--- src/rtl/prio_enc_pkg.sv ---
package prio_enc_pkg;
  localparam int ADDR_LEVELS = 0;
  localparam int ADDR_STATUS = 1;
  localparam int ENC_SHIFT   = 2;
endpackage

--- src/rtl/prio_level_regs.sv ---
module prio_level_regs #(
  parameter int NUM_PROG = 8,
  parameter int LVL_W    = 3,
  parameter int ADDR_W   = 4,
  parameter int DATA_W   = 32
) (
  input  logic                      clk,
  input  logic                      rst,
  input  logic [ADDR_W-1:0]         addr_i,
  input  logic                      we_i,
  input  logic [DATA_W-1:0]         wdata_i,
  output logic [NUM_PROG*LVL_W-1:0] levels_o
);
  import prio_enc_pkg::*;
  localparam int FIELDS_W = NUM_PROG * LVL_W;

  logic hit;
  assign hit = we_i && (addr_i == ADDR_W'(ADDR_LEVELS));

  always_ff @(posedge clk) begin
    if (rst) begin
      for (int k = 0; k < NUM_PROG; k++) begin
        levels_o[k*LVL_W +: LVL_W] <= LVL_W'(k);
      end
    end else if (hit) begin
      levels_o <= wdata_i[FIELDS_W-1:0];
    end
  end
endmodule

--- src/rtl/prio_arbiter.sv ---
module prio_arbiter #(
  parameter int NUM_SRC  = 32,
  parameter int NUM_PROG = 8,
  parameter int LVL_W    = 3,
  localparam int SRC_W   = $clog2(NUM_SRC)
) (
  input  logic [NUM_SRC-1:0]        pend_i,
  input  logic [NUM_PROG*LVL_W-1:0] levels_i,
  output logic                      win_vld_o,
  output logic [SRC_W-1:0]          win_idx_o
);
  logic             prog_hit;
  logic [LVL_W-1:0] prog_lvl;
  logic [SRC_W-1:0] prog_idx;
  logic             fix_hit;
  logic [SRC_W-1:0] fix_idx;

  // programmable group: strict compare keeps the lower index on ties
  always_comb begin
    prog_hit = 1'b0;
    prog_lvl = '0;
    prog_idx = '0;
    for (int i = 0; i < NUM_PROG; i++) begin
      if (pend_i[i] && (!prog_hit || (levels_i[i*LVL_W +: LVL_W] < prog_lvl))) begin
        prog_hit = 1'b1;
        prog_lvl = levels_i[i*LVL_W +: LVL_W];
        prog_idx = SRC_W'(i);
      end
    end
  end

  // fixed group: scan downward so the lowest pending index is left last
  always_comb begin
    fix_hit = 1'b0;
    fix_idx = '0;
    for (int i = NUM_SRC - 1; i >= NUM_PROG; i--) begin
      if (pend_i[i]) begin
        fix_hit = 1'b1;
        fix_idx = SRC_W'(i);
      end
    end
  end

  assign win_vld_o = prog_hit || fix_hit;
  assign win_idx_o = prog_hit ? prog_idx : fix_idx;
endmodule

--- src/rtl/prio_status_reg.sv ---
module prio_status_reg #(
  parameter int NUM_SRC = 32,
  parameter int DATA_W  = 32,
  localparam int SRC_W  = $clog2(NUM_SRC)
) (
  input  logic              clk,
  input  logic              rst,
  input  logic              win_vld_i,
  input  logic [SRC_W-1:0]  win_idx_i,
  output logic [DATA_W-1:0] status_o
);
  import prio_enc_pkg::*;

  logic [SRC_W:0]    number;
  logic [DATA_W-1:0] status_d;

  always_comb begin
    number   = {1'b0, win_idx_i} + (SRC_W+1)'(1);
    status_d = win_vld_i ? (DATA_W'(number) << ENC_SHIFT) : '0;
  end

  always_ff @(posedge clk) begin
    if (rst) status_o <= '0;
    else     status_o <= status_d;
  end
endmodule

--- src/rtl/prio_irq_encoder.sv ---
module prio_irq_encoder #(
  parameter int NUM_SRC  = 32,
  parameter int NUM_PROG = 8,
  parameter int LVL_W    = 3,
  parameter int ADDR_W   = 4,
  parameter int DATA_W   = 32
) (
  input  logic              clk,
  input  logic              rst,
  input  logic [NUM_SRC-1:0] pend_i,
  input  logic [ADDR_W-1:0] reg_addr_i,
  input  logic              reg_we_i,
  input  logic [DATA_W-1:0] reg_wdata_i,
  output logic [DATA_W-1:0] reg_rdata_o,
  output logic [DATA_W-1:0] enc_status_o
);
  import prio_enc_pkg::*;
  localparam int SRC_W    = $clog2(NUM_SRC);
  localparam int FIELDS_W = NUM_PROG * LVL_W;

  logic [FIELDS_W-1:0] levels;
  logic                win_vld;
  logic [SRC_W-1:0]    win_idx;
  logic [DATA_W-1:0]   rdata_d;

  prio_level_regs #(
    .NUM_PROG(NUM_PROG), .LVL_W(LVL_W), .ADDR_W(ADDR_W), .DATA_W(DATA_W)
  ) u_levels (
    .clk(clk), .rst(rst), .addr_i(reg_addr_i), .we_i(reg_we_i),
    .wdata_i(reg_wdata_i), .levels_o(levels)
  );

  prio_arbiter #(
    .NUM_SRC(NUM_SRC), .NUM_PROG(NUM_PROG), .LVL_W(LVL_W)
  ) u_arb (
    .pend_i(pend_i), .levels_i(levels), .win_vld_o(win_vld), .win_idx_o(win_idx)
  );

  prio_status_reg #(
    .NUM_SRC(NUM_SRC), .DATA_W(DATA_W)
  ) u_status (
    .clk(clk), .rst(rst), .win_vld_i(win_vld), .win_idx_i(win_idx),
    .status_o(enc_status_o)
  );

  always_comb begin
    if (reg_addr_i == ADDR_W'(ADDR_LEVELS))      rdata_d = DATA_W'(levels);
    else if (reg_addr_i == ADDR_W'(ADDR_STATUS)) rdata_d = enc_status_o;
    else                                         rdata_d = '0;
  end

  always_ff @(posedge clk) begin
    if (rst) reg_rdata_o <= '0;
    else     reg_rdata_o <= rdata_d;
  end
endmodule

--- config.mk ---
export PLATFORM = sky130hd
export DESIGN_NAME = prio_irq_encoder
export DESIGN_NICKNAME = d
export VERILOG_FILES = /design/src/rtl/prio_enc_pkg.sv /design/src/rtl/prio_level_regs.sv /design/src/rtl/prio_arbiter.sv /design/src/rtl/prio_status_reg.sv /design/src/rtl/prio_irq_encoder.sv
export SDC_FILE = /design/constraint.sdc
export NUM_CORES = 1
export LEC_CHECK = 0
export ABC_CLOCK_PERIOD_IN_PS = 11900
export BUFFER_PORTS_ARGS = -buffer_cell sky130_fd_sc_hd__buf_2
export CORE_MARGIN = 2
export CORE_UTILIZATION = 44
export DETAILED_ROUTE_END_ITERATION = 6
export HOLD_SLACK_MARGIN = 0.1
export PLACE_DENSITY = 0.84
export SLEW_MARGIN = 0
export SYNTH_ARGS = -nofsm -noshare
export SYNTH_HDL_FRONTEND = slang
export SYNTH_SLANG_ARGS = --single-unit
--- constraint.sdc ---
create_clock -name clk -period 11.9 [get_ports clk]
set_input_delay 2.38 -clock clk [delete_from_list [all_inputs] [get_ports clk]]
set_output_delay 2.38 -clock clk [all_outputs]
set_load 0.01 [all_outputs]
; ---- Word level (Yosys, flattened, before mapping)
; Index checks and enable logic that the tools add are counted.
[op_classes]
addsub = 1
eq_ne = 1
n_bitwise = 1
magnitude_cmp = 7
muxes = 73
reduce_logical = 25
[op_table]
columns = cell, n
row1 = 5-bit two-way mux, 25
row2 = 24-bit two-way mux, 2
row3 = 1-bit two-way mux, 33
row4 = 3-bit two-way mux, 11
row5 = 3-bit < comparator, 7
row6 = 1-bit logical AND, 8
row7 = 1-bit logical OR, 8
row8 = 1-bit zero test, 7
row9 = "5-bit by 1-bit adder with 6-bit output, second input constant", 1
row10 = "4-bit by 1-bit equality test with 1-bit output, second input constant", 1
row11 = 4-bit zero test, 1
row12 = 2-bit two-way mux, 2
row13 = 2-bit OR reduction, 1
row14 = 1-bit NOT, 1
[totals]
in_bits = 71
out_inout_bits = 64
register_bits = 54

; ---- Longest topological paths before layout
; Gate-level depths: netlist of the first run.
[logic_depth]
ltp_word = 32
depth_mapped = 51

; ---- By module
; A second synthesis of the first run with hierarchy kept.
[unflattened]
hier_cells = 445
hier_area_um2 = 3819.9
[by_module_without_submodules]
columns = mod, n_inst, seq_area_each_um2, area_per_inst_um2, cells_each
row1 = prio_arbiter, 1, 0.0, 1275.0, 193
row2 = prio_irq_encoder, 1, 640.6, 1079.8, 97
row3 = prio_level_regs, 1, 480.5, 1029.7, 105
row4 = prio_status_reg, 1, 120.1, 435.4, 50

; ---- Least setup slack after synthesis of the first run
; No wires, ideal clock.
[synth_path]
path_kind = input port to flip-flop
start = in pend_i[0]
end = reg u_status.status_o[6]
path_stages = 49
setup_ns = 0.103
path_slack_ns = 0.383
arrival_time_ns = 11.414
path_cell_list = clkbuf_1 > nand2_1 > ha_1 > a21o_1 > a21oi_1 > nor3_1 > ha_1 > a21oi_1 > nand2_1 > o21ai_1 > nor2_1 > a21oi_1 > ha_1 > a21o_1 > a21oi_1 > o21ai_0 > a21oi_1 > a2111oi_0 > [... 13 more ...] > mux2i_1 > ha_1 > a21o_1 > nor3_1 > inv_1 > a311oi_1 > nor3_4 > mux2_2 > ha_1 > nand2_1 > or3_1 > a221oi_2 > o21ai_1 > o2111ai_2 > o311ai_2 > ha_1 > a21o_1 > a2111oi_2
[synth_between]
elab_chain_cells = 32
elab_cells_between_ends = 55
[synth_lines]
columns = element, line_no
row1 = from (decl), prio_irq_encoder.sv:10  ; input logic [NUM_SRC-1:0] pend_i,
row2 = branches (longest 32 deep; another with 3-bit < comparator), --
row3 = to (signal assigned), prio_status_reg.sv:24  ; else status_o <= status_d;
row4 = to (decl), prio_status_reg.sv:10  ; output logic [DATA_W-1:0] status_o
; Parallel ways; which one is timed is not known.
; A chain may end at the register's enable or synchronous reset.

; ---- Worst setup path in the final report of the first run
; Same ends and word-level chain as after synthesis.

==> flow_summary.rst, run 1 <==
.. list-table::
   :header-rows: 1

   * - Metric
     - Value
   * - Leading register cell type out of synthesis
     - sky130_fd_sc_hd__dfxtp_1
   * - Synth Area in Compound Gates
     - 18.8%
   * - Layout Skew
     - between 0.004 and 0.005 ns
   * - Final Wtd Congestion
     - approximately 0.89
   * - Vias/cell
     - about 5.2
   * - Placeable core region
     - ~7400 sq um
   * - Post-synthesis share of cell area spent on and, or, nand and nor gates
     - between 20% and 30%
   * - Xor and xnor area share after synthesis
     - less than 1%
   * - Die ar.
     - 8420 sq um
   * - Maximum clock insertion buffer count
     - 2
   * - Post-synthesis sequential element count
     - 54
   * - GRT Resource Usage Total
     - 19.6%
   * - Floorplan die height
     - a little over 90 microns
   * - Port Buffers
     - between 90 and 100
   * - Slew Viols, Final
     - 0
   * - Initial core utilization
     - between 40 and 50%
   * - TritonCTS buffer count
     - 5
   * - Hold Vio Cnt, Final
     - 0
   * - Slowest cell on the critical path
     - sky130_fd_sc_hd__a2111oi_4
   * - Root buf cell
     - sky130_fd_sc_hd__clkbuf_8
   * - CP endpoint kind
     - flop
   * - Seq. cell area
     - roughly 1100 sq um
   * - Via count of the first global-routing pass
     - between 3000 and 4000
   * - CTS tree
     - built
   * - Sinks on the clock net
     - 54
   * - Most common cell after layout, fill and taps aside
     - sky130_fd_sc_hd__buf_2
   * - Slew margin rel.
     - between 30% and 40%
   * - Largest stage delay, worst path
     - around 0.35 ns
   * - Global route overflow
     - 0
   * - Required time of the critical path
     - between 10 and 15 ns
   * - Number of detailed-routing iterations run before antenna repair
     - 7
   * - Post-synthesis instance area
     - around 3400 sq um
   * - Arr. time, crit path
     - approximately 12 ns
   * - ANT nets after route
     - 0
   * - Adder-Cell Fraction of Synth Area
     - 5.54%
   * - Syn-to-layout area delta
     - 27.3%
   * - Amount of wire on met2 after detailed routing
     - 4.37 mm
   * - Result of the run
     - complete, no violations
   * - Crit path top cell by count
     - sky130_fd_sc_hd__ha_1
   * - Worst Setup Start Kind
     - input pin
   * - CP max FO
     - 7
   * - Die outline width
     - 91.7 microns
   * - Slew @ Worst Pin
     - about 1.0 ns
   * - First DRT Iteration DRCs
     - between 150 and 200
   * - Detailed-route via count
     - 3393
   * - Synthesized instance count
     - ~430
   * - I/O pin cnt
     - 135
   * - Total power draw
     - around 0.47 mW
   * - Mean Syn Cell Area
     - 7.91 sq um
   * - Sequential-to-total area share from yosys stat
     - a little under a third
   * - Met1 routed wirelength after detailed routing
     - between 3 and 4 mm
   * - Filler cells
     - 681
   * - Detailed-routed wire length on met3
     - about 630 microns
   * - Static Leak
     - ~2 nW
   * - Dominant combinational cell family by area after synthesis
     - simple AND/OR/NAND/NOR gates
   * - Proportion of register bits with asynchronous set or reset after synthesis
     - 0%
   * - Type of the setup path with the least slack
     - input pin to flop
   * - Count of unique library cells instantiated by Yosys
     - 55
   * - Clock-pin slew reported for the worst setup and hold paths after clock tree synthesis
     - around 0.090 ns
   * - Global-route wire length before repair
     - around 14 mm
   * - Total power density per cell area
     - ~110 nW/um^2
   * - Final period utilization
     - 96.5%
   * - Maximum number of pins on one net before global-route repair
     - 28
   * - Path type of the worst min-delay path
     - flop to flop
   * - Number of warnings reported in the yosys synthesis log
     - 0
   * - Maximum Capacitance Violations
     - 0
   * - Initial antenna violation count
     - 0
   * - Max VDD drop
     - about 0.047 mV
   * - Number of design rule violations left after detail routing
     - 0
   * - Most used cells in the layout excluding fill and tap cells
     - 92 x sky130_fd_sc_hd__buf_2, 69 x sky130_fd_sc_hd__nand2_1, 54 x sky130_fd_sc_hd__dfxtp_1
   * - Wire length per cell
     - roughly 14 microns
   * - Uppermost metal layer occupied by signal nets
     - met4
   * - Fmax
     - 87.1 MHz
   * - Count of final setup violators
     - 0
   * - Fraction of layout instances using a drive strength above 1
     - roughly a third
   * - Post-layout min period
     - between 10 and 15 ns
   * - Total area of multi-input combinational cells
     - between 2000 and 2500 sq um
   * - Multiplexer share of the synthesized area
     - ~3.4%
   * - Hold slack final
     - ~0.48 ns
   * - Final #Nets
     - about 640
   * - Number of H-tree levels
     - 2
   * - WL final
     - between 8 and 9 mm
   * - Dpl hpwl
     - ~6.7 mm
   * - Inserted Diodes
     - 0
   * - Worst skew pair latency
     - roughly 0.30 ns
   * - EDFF count, synth
     - 0
   * - Row count
     - 31
-- registers in the layout, summed over array words and instances, names as in the netlist --
name,flops
u_levels.levels_o,24
u_status.status_o,6
reg_rdata_o,24
-- Yosys cell counts, drive strengths merged (5+ instances only) --
cell type / n / share of area, %
buf: 35 / 7.7
inv: 15 / 1.7
nor2: 26 / 2.9
nand2: 70 / 7.8
nor2b: 8 / 1.5
a21oi: 33 / 4.9
a21o: 5 / 1.1
nor3: 16 / 2.7
o21a: 6 / 1.3
or3: 6 / 1.1
and3: 5 / 1.1
nand3b: 18 / 4.0
dfxtp: 54 / 32
ha: 15 / 5.5
nor4: 6 / 1.1
o21ai: 13 / 1.9
mux2i: 8 / 2.4
and2: 19 / 3.5
clkbuf: 13 / 1.4
-- per-layer routing --
| metal | track usage (%) | vias up |
|---|---|---|
| li1 | - | 1686 |
| met1 | 24.3 | 1551 |
| met2 | 34.6 | 142 |
| met3 | 2.96 | 14 |
| met4 | 6.59 | 0 |
| met5 | 0 | - |
-- worst max-delay path: cells and delay by family --
kind            cells  cell delay [ns]
simple gates       14             1.83
compound gates     22             4.22
buf+inv             4             0.45
mux                 2             0.52
fa+ha+maj           8             2.32
-- through the flow --
step	setup TNS (ns)	util [%]	cell area, sq um	worst slack, ns	cells
floorplan	0	-	3510	0.383	461
finish	0	58.5	4310	0.413	650
global route	-0.178	58.5	4310	-0.178	650
global placement	-0.174	54.7	4030	-0.158	637
CTS	0	56.3	4150	0.0598	645
detailed placement	-0.569	54.7	4030	-0.306	637
-- kinds of logic (layout without fill, tap and decap cells) --
kind of cell	count (synthesis)	in the layout
AOI/OAI and AO/OA	93	93
xor gates and xnor gates	1	1
adders and majority gates	15	15
buffers and inverters	63	153
DFF	54	54
muxes	11	11
other	1	34
and+or+nand+nor	190	190
-- layout make-up --
class                           count  area share (%)
Clock buffer                        7            1.77
Clock inverter                      1           0.696
Inverter                           15            1.31
Multi-Input combinational cell    344            51.0
Sequential cell                    54            25.1
Tap cell                           99            2.87
Timing Repair Buffer              130            17.3
-- where the power goes --
group | leakage, nW | switching (mW) | total [mW] | internal [mW]
clock | 0.0524 | 0.0575 | 0.121 | 0.0630
combinational | 1.49 | 0.0768 | 0.156 | 0.0795
sequential | 0.437 | 0.00472 | 0.192 | 0.188
total | 1.98 | 0.139 | 0.469 | 0.330
-- path summary, 6_finish.rpt --
check             slack, ns  depth (start not counted)               endpoint                  start
hold / removal         0.48                          2  u_levels.levels_o[12]  u_levels.levels_o[12]
hold reg to reg        0.48                          2  u_levels.levels_o[12]  u_levels.levels_o[12]
setup reg to reg       2.23                         49   u_status.status_o[6]   u_levels.levels_o[1]
setup / recovery       0.41                         50   u_status.status_o[6]              pend_i[0]
-- what timing repair did --
action,in CTS,in global routing
resized for setup,2,30
setup endpoints to repair,1,6
buffers inserted,0,5
pin swaps,0,14
hold buffers,0,0
Power figures use the tool's default switching activity.
==> run 2, diff against run 1 <==
Settings changed: ABC_CLOCK_PERIOD_IN_PS 11900 to 14200, CORE_UTILIZATION 44 to 53, PLACE_DENSITY 0.84 to 0.94.
Clock period 11.9 ns to 14.2 ns, I/O delays scaled along.
==> run 2 against run 1 <==
  * Sequential power shrank 16%
  * Critical path depth decreased by 2
  * Highest routed layer unchanged
  * Power shrank 21%
  * Final area down 10%
  * Sequential share of layout area grew 2.9 points
  * Clock skew fell by 0.00080 ns
  * Core utilization grew 3.1 points
  * Critical endpoint unchanged
  * Non-clock buffer count fell by 38
  * Final cell count fell by 9.2%
  * First-iteration DRC count grew 13%
==> flow_summary.rst, run 2 (same netlist as run 1, synthesis figures left out) <==
.. list-table::
   :header-rows: 1

   * - Metric
     - Value
   * - Inserted Diodes
     - 0 (unchanged)
   * - Setup TNS after final layout
     - 0 ns (unchanged)
   * - Hold slack final
     - 0.488 ns (was 0.483 ns)
   * - Layout Skew
     - 0.00415 ns (was 0.00496 ns)
   * - Worst Setup Start Kind
     - input pin (unchanged)
   * - ANT nets after route
     - 0 (unchanged)
   * - Result of the run
     - complete, no violations (unchanged)
   * - Buffer and inverter count on the worst path
     - 3 (was 4)
   * - Number of detailed-routing iterations run before antenna repair
     - 5 (was 7)
   * - Arr. time, crit path
     - 13.36 ns (was 11.70 ns)
   * - Unrepaired setup endpoints after global routing
     - false
   * - CTS hold repair buffers
     - 0 (unchanged)
   * - Uppermost metal layer occupied by signal nets
     - met4 (unchanged)
   * - Port Buffers
     - 92 (unchanged)
   * - Initial core utilization
     - 54.0% (was 46.0%)
   * - Slew Viols, Final
     - 0 (unchanged)
   * - Clock-pin slew reported for the worst setup and hold paths after clock tree synthesis
     - 0.10 ns (was 0.09 ns)
   * - Layout Utilization
     - 61.7% (was 58.5%)
   * - CP max FO
     - 14 (was 7)
   * - GRT Resource Usage Total
     - 23.4% (was 19.6%)
   * - Worst skew pair latency
     - 0.32 ns (was 0.30 ns)
   * - Final Wtd Congestion
     - 0.872 (was 0.892)
   * - Top Registers
     - reg_rdata_o x24, u_levels.levels_o x24, u_status.status_o x6 (unchanged)
   * - Number of design rule violations left after detail routing
     - 0 (unchanged)
   * - Floorplan die height
     - 83.9 microns (was 91.7 microns)
   * - Final period utilization
     - about 93%
   * - Number of cells in the finished layout apart from fillers
     - 590 (was 650)
   * - Hold Vio Cnt, Final
     - 0 (unchanged)
   * - Final #Nets
     - 598 (was 636)
   * - Wire length per cell
     - 14.2 microns (was 13.8 microns)
   * - Post-layout min period
     - 13.14 ns
   * - Initial antenna violation count
     - 0 (unchanged)
   * - Sinks on the clock net
     - 54 (unchanged)
   * - Crit path top cell by count
     - sky130_fd_sc_hd__ha_1 (unchanged)
   * - CTS tree
     - built (unchanged)
   * - Root buf cell
     - sky130_fd_sc_hd__clkbuf_8 (unchanged)
   * - First DRT Iteration DRCs
     - 190 (was 168)
   * - Detailed-route via count
     - 3338 (was 3393)
   * - Detailed-routed wire length on met3
     - 654 microns (was 630 microns)
   * - Most used cells in the layout excluding fill and tap cells
     - 92 x sky130_fd_sc_hd__buf_2, 70 x sky130_fd_sc_hd__nand2_1, 54 x sky130_fd_sc_hd__dfxtp_1 (was 92 x sky130_fd_sc_hd__buf_2, 69 x sky130_fd_sc_hd__nand2_1, 54 x sky130_fd_sc_hd__dfxtp_1)
   * - I/O pin cnt
     - 135 (unchanged)
   * - Post-placement setup slack
     - 1.08 ns (was -0.306 ns)
   * - Vias/cell
     - 5.66 (was 5.22)
   * - Syn-to-layout area delta
     - 14.3% (was 27.3%)
   * - Maximum clock insertion buffer count
     - 2 (unchanged)
   * - TritonCTS buffer count
     - 5 (unchanged)
   * - Max VDD drop
     - 0.0439 mV (was 0.0474 mV)
   * - Met1 routed wirelength after detailed routing
     - 3.33 mm (was 3.77 mm)
   * - Number of H-tree levels
     - 2 (unchanged)
   * - Kind of cell adding the most delay to the critical path
     - compound AO/OA/AOI/OAI gates (unchanged)
   * - Slew margin rel.
     - 36.2% (was 32.0%)
   * - Dpl hpwl
     - 6.43 mm (was 6.67 mm)
   * - Total power density per cell area
     - 95.9 nW/um^2 (was 109 nW/um^2)
   * - Fmax
     - approximately 76 MHz
   * - Maximum Capacitance Violations
     - 0 (unchanged)
   * - Largest stage delay, worst path
     - 0.46 ns (was 0.35 ns)
   * - WL final
     - 8.39 mm (was 8.94 mm)
   * - Die ar.
     - 7050 sq um (was 8420 sq um)
   * - Required time of the critical path
     - 14.42 ns (was 12.11 ns)
   * - Placeable core region
     - 6280 sq um (was 7370 sq um)
   * - Global-route wire length before repair
     - 13.6 mm (about the same)
   * - Setup repair bufs after CTS
     - 0 (unchanged)
   * - Global route overflow
     - 0 (unchanged)
   * - Slew @ Worst Pin
     - 0.954 ns (was 1.02 ns)
   * - Slowest cell on the critical path
     - sky130_fd_sc_hd__a311oi_1 (was sky130_fd_sc_hd__a2111oi_4)
   * - Count of final setup violators
     - 0 (unchanged)
   * - Path type of the worst min-delay path
     - flop to flop (unchanged)
   * - CP endpoint kind
     - flop (unchanged)
   * - Fraction of layout instances using a drive strength above 1
     - 22.6% (was 31.8%)
   * - Die outline width
     - 83.9 microns (was 91.7 microns)
   * - Total instance count after detailed placement
     - 582 (was 637)
   * - Placed inst area
     - 3760 sq um (was 4030 sq um)
   * - Via count of the first global-routing pass
     - 3098 (was 3038)
   * - Row count
     - 29 (was 31)
   * - Type of the setup path with the least slack
     - input pin to flop (unchanged)
   * - Amount of wire on met2 after detailed routing
     - 4.16 mm (was 4.37 mm)
   * - Finished Cell Area
     - 3870 sq um (was 4310 sq um)
   * - Total power draw
     - 0.371 mW (was 0.469 mW)
   * - Static Leak
     - 1.79 nW (was 1.98 nW)
   * - Maximum number of pins on one net before global-route repair
     - 28 (unchanged)
   * - PnR worst setup slack
     - 1.06 ns (was 0.413 ns)
   * - Seq. cell area
     - 1080 sq um (unchanged)
   * - Resized Gates After CTS
     - 0 (was 2)
   * - Total area of multi-input combinational cells
     - 2060 sq um (was 2200 sq um)
   * - Most common cell after layout, fill and taps aside
     - sky130_fd_sc_hd__buf_2 (unchanged)
   * - Filler cells
     - 527 (was 681)
-- run 2: cell count changes in the layout (fill, tap and decap cells not counted), moves of 4 or more --
cell,previous run,this run
sky130_fd_sc_hd__nor3_2,4,0
sky130_fd_sc_hd__buf_4,38,0
sky130_fd_sc_hd__nor3_1,11,15
sky130_fd_sc_hd__nor2_1,22,26
sky130_fd_sc_hd__a21oi_2,4,0
sky130_fd_sc_hd__a21oi_1,29,33
sky130_fd_sc_hd__nor2_2,4,0
-- run 2: power by group --
| group | internal (mW) | total (mW) | switching, mW | leakage, nW |
|---|---|---|---|---|
| Combinational | 0.0455 | 0.104 | 0.0588 | 1.29 |
| Sequential | 0.157 | 0.161 | 0.00348 | 0.437 |
| Clock | 0.0529 | 0.106 | 0.0531 | 0.0585 |
| Total | 0.256 | 0.371 | 0.115 | 1.79 |
-- run 2: path summary, 6_finish.rpt --
path | to | cells past startpoint | startpoint | slack [ns]
max | u_status.status_o[6] | 48 | pend_i[0] | 1.06
min | u_levels.levels_o[12] | 2 | u_levels.levels_o[12] | 0.49
min reg2reg | u_levels.levels_o[12] | 2 | u_levels.levels_o[12] | 0.49
max reg2reg | u_status.status_o[6] | 47 | u_levels.levels_o[1] | 3.46
-- run 2: worst reg2reg max path, delay by kind of cell, from the launching register on --
family / cells / cell delay [ns]
compound gates: 24 / 5.02
flops: 1 / 0.38
simple gates: 11 / 2.15
fa+ha+maj: 8 / 2.41
mux: 2 / 0.55
buf+inv: 2 / 0.14
-- run 2: final cells by class --
type | count | share of cell area, %
Clock buffer | 5 | 1.78
Sequential cell | 54 | 27.9
Inverter | 15 | 1.45
Clock inverter | 3 | 1.13
Multi-Input combinational cell | 344 | 53.3
Tap cell | 77 | 2.49
Timing Repair Buffer | 92 | 11.9
-- run 2: routing by layer --
layer	GRT usage [%]	up-vias
li1	-	1615
met3	4.65	32
met5	0	-
met2	42.8	180
met4	10.6	0
met1	25.9	1511
==> run 3, diff against run 2 <==
Settings changed: CORE_UTILIZATION 53 to 32, PLACE_DENSITY 0.94 to 0.65, RECOVER_POWER set to 25.
==> run 3 against run 2 <==
  * Global-route usage fell by 8.6 points
  * Via count fell by 6.0%
  * Clock power barely moved
  * Highest routed layer unchanged
  * Largest cell class unchanged
  * Routed wire length rose by 0.99%
  * Sequential power barely moved
  * Critical endpoint unchanged
  * Sequential share of layout area fell by 0.34 points
  * First-iteration DRC count fell by 38%
==> flow_summary.rst, run 3 (same netlist as run 1, synthesis figures left out) <==
.. list-table::
   :header-rows: 1

   * - Metric
     - Value
   * - Row count
     - 37 (was 29)
   * - Layout Skew
     - 0.00872 ns (was 0.00415 ns)
   * - Worst hold path cell count
     - 2 (unchanged)
   * - ANT nets after route
     - 0 (unchanged)
   * - Number of design rule violations left after detail routing
     - 0 (unchanged)
   * - Slew Viols, Final
     - 0 (unchanged)
   * - Seq. cell area
     - 1080 sq um (unchanged)
   * - CTS tree
     - built (unchanged)
   * - Maximum number of pins on one net before global-route repair
     - 28 (unchanged)
   * - Hold Vio Cnt, Final
     - 0 (unchanged)
   * - Top Registers
     - reg_rdata_o x24, u_levels.levels_o x24, u_status.status_o x6 (unchanged)
   * - Wire length per cell
     - 13.1 microns (was 14.2 microns)
   * - Sinks on the clock net
     - 54 (unchanged)
   * - Launch point of the worst reg-to-reg path
     - u_levels.levels_o[1] (unchanged)
   * - TritonCTS buffer count
     - 5 (unchanged)
   * - Min-Delay Endpoint
     - u_levels.levels_o[12] (unchanged)
   * - CP max FO
     - 14 (unchanged)
   * - Total power density per cell area
     - 93.6 nW/um^2 (was 95.9 nW/um^2)
   * - Slew margin rel.
     - 32.2% (was 36.2%)
   * - Die outline width
     - 107 microns (was 83.9 microns)
   * - Final #Nets
     - 598 (unchanged)
   * - Syn-to-layout area delta
     - 15.7% (was 14.3%)
   * - Internal reg-to-reg setup slack
     - 3.69 ns (was 3.46 ns)
   * - Filler cells
     - 1093 (was 527)
   * - Slew @ Worst Pin
     - 1.01 ns (was 0.954 ns)
   * - Port Buffers
     - 92 (unchanged)
   * - Most used cells in the layout excluding fill and tap cells
     - 71 x sky130_fd_sc_hd__buf_2, 70 x sky130_fd_sc_hd__nand2_1, 54 x sky130_fd_sc_hd__dfxtp_1 (was 92 x sky130_fd_sc_hd__buf_2, 70 x sky130_fd_sc_hd__nand2_1, 54 x sky130_fd_sc_hd__dfxtp_1)
   * - Die ar.
     - 11400 sq um (was 7050 sq um)
   * - Fraction of layout instances using a drive strength above 1
     - 18.4% (was 22.6%)
   * - Number of H-tree levels
     - 2 (unchanged)
   * - Startpoint of the most critical hold path
     - u_levels.levels_o[12] (unchanged)
   * - Most common cell after layout, fill and taps aside
     - sky130_fd_sc_hd__buf_2 (unchanged)
   * - Root buf cell
     - sky130_fd_sc_hd__clkbuf_8 (unchanged)
   * - Largest stage delay, worst path
     - 0.46 ns (about the same)
   * - Inserted Diodes
     - 0 (unchanged)
   * - Setup repair bufs after CTS
     - 0 (unchanged)
   * - CTS hold repair buffers
     - 0 (unchanged)
   * - Cells on worst reg2reg path
     - 47 (unchanged)
   * - Worst Setup Start Kind
     - input pin (unchanged)
   * - Post-layout min period
     - 12.93 ns (was 13.14 ns)
   * - Resized Gates After CTS
     - 0 (unchanged)
   * - Initial core utilization
     - 32.8% (was 54.0%)
   * - Final period utilization
     - 91.1% (was 92.5%)
   * - Maximum Capacitance Violations
     - 0 (unchanged)
   * - Type of the setup path with the least slack
     - input pin to flop (unchanged)
   * - Placeable core region
     - 10300 sq um (was 6280 sq um)
   * - Required time of the critical path
     - 14.41 ns (was 14.42 ns)
   * - GRT Resource Usage Total
     - 14.8% (was 23.4%)
   * - Worst skew pair latency
     - 0.31 ns (was 0.32 ns)
   * - Detailed-route via count
     - 3138 (was 3338)
   * - Count of final setup violators
     - 0 (unchanged)
   * - Final Wtd Congestion
     - 0.878 (was 0.872)
   * - Setup TNS after final layout
     - 0 ns (unchanged)
   * - First DRT Iteration DRCs
     - 118 (was 190)
   * - CP endpoint kind
     - flop (unchanged)
   * - Floorplan die height
     - 107 microns (was 83.9 microns)
   * - Capture instance of the worst register-to-register path
     - u_status.status_o[6] (unchanged)
   * - Global route overflow
     - 0 (unchanged)
   * - Fmax
     - 77.3 MHz (was 76.1 MHz)
   * - Global-route wire length before repair
     - 13.5 mm (was 13.6 mm)
   * - Layout Utilization
     - 38.0% (was 61.7%)
   * - Initial antenna violation count
     - 0 (unchanged)
   * - Total area of multi-input combinational cells
     - 2060 sq um (unchanged)
   * - Static Leak
     - 1.69 nW (was 1.79 nW)
   * - I/O pin cnt
     - 135 (unchanged)
   * - Arr. time, crit path
     - 13.14 ns (was 13.36 ns)
   * - Slowest cell on the critical path
     - sky130_fd_sc_hd__a311oi_1 (unchanged)
   * - Via count of the first global-routing pass
     - 2890 (was 3098)
   * - Result of the run
     - complete, no violations (unchanged)
   * - Vias/cell
     - 4.84 (was 5.66)
   * - Crit path top cell by count
     - sky130_fd_sc_hd__ha_1 (unchanged)
   * - Unrepaired setup endpoints after global routing
     - false (unchanged)
   * - WL final
     - 8.47 mm (was 8.39 mm)
   * - Clock-pin slew reported for the worst setup and hold paths after clock tree synthesis
     - 0.09 ns (was 0.10 ns)
   * - Number of detailed-routing iterations run before antenna repair
     - 4 (was 5)
   * - Number of cells in the finished layout apart from fillers
     - 648 (was 590)
   * - Path type of the worst min-delay path
     - flop to flop (unchanged)
   * - Dpl hpwl
     - 6.74 mm (was 6.43 mm)
   * - Total instance count after detailed placement
     - 641 (was 582)
   * - Max VDD drop
     - 0.0540 mV (was 0.0439 mV)
   * - Maximum clock insertion buffer count
     - 2 (unchanged)
## run 3: changes by cell type in the layout (fill, tap and decap cells not counted), sizes merged
cell / before / now
inv: 16 / 15
buf: 92 / 71
clkinv: 1 / 0
clkbuf: 5 / 27
## run 3: worst max-delay path by stage
stage,startpoint,endpoint,cells past startpoint
2_1_floorplan,pend_i[0],u_status.status_o[6],49
3_3_place_gp,pend_i[0],u_status.status_o[6],48
3_5_place_dp,pend_i[0],u_status.status_o[6],48
4_1_cts,pend_i[0],u_status.status_o[6],48
5_1_grt,pend_i[0],u_status.status_o[6],48
6_report,pend_i[0],u_status.status_o[6],48
## run 3: worst max-delay path, delay by kind of cell
kind / cells / cell delay (ns)
fa+ha+maj: 8 / 2.36
simple gates: 13 / 2.20
buf+inv: 3 / 0.38
mux: 2 / 0.56
compound gates: 22 / 4.78
## run 3: metrics by stage
stage                     instance area [sq um]  power, mW  hold WS (ns)  setup WS [ns]
after floorplan                            3510      0.243         0.445           2.22
after global placement                     3830      0.263         0.468           1.17
after detailed placement                   3830      0.265         0.469           1.06
after CTS                                  3950      0.370         0.482           1.34
after global routing                       3920      0.389         0.526          0.327
final                                      3920      0.367         0.486           1.27
## run 3: per-layer routing
metal | track usage (%) | wire length (microns) | up-vias
met5 | 0 | 0 | -
met4 | 4.36 | 107 | 0
met3 | 2.98 | 523 | 5
met2 | 26.6 | 4190 | 89
met1 | 17.8 | 3650 | 1438
li1 | - | - | 1606
## run 3: final cells by class
cell class                      count  area share [%]
Clock buffer                        6            2.11
Clock inverter                      1           0.766
Inverter                           15            1.44
Multi-Input combinational cell    344            52.7
Sequential cell                    54            27.6
Tap cell                          136            4.34
Timing Repair Buffer               92            11.1
## run 3: report_power, final
| group | internal, mW | leakage [nW] | total (mW) | switching, mW |
|---|---|---|---|---|
| sequential | 0.157 | 0.437 | 0.161 | 0.00419 |
| clock | 0.0564 | 0.0573 | 0.105 | 0.0489 |
| combinational | 0.0447 | 1.20 | 0.100 | 0.0554 |
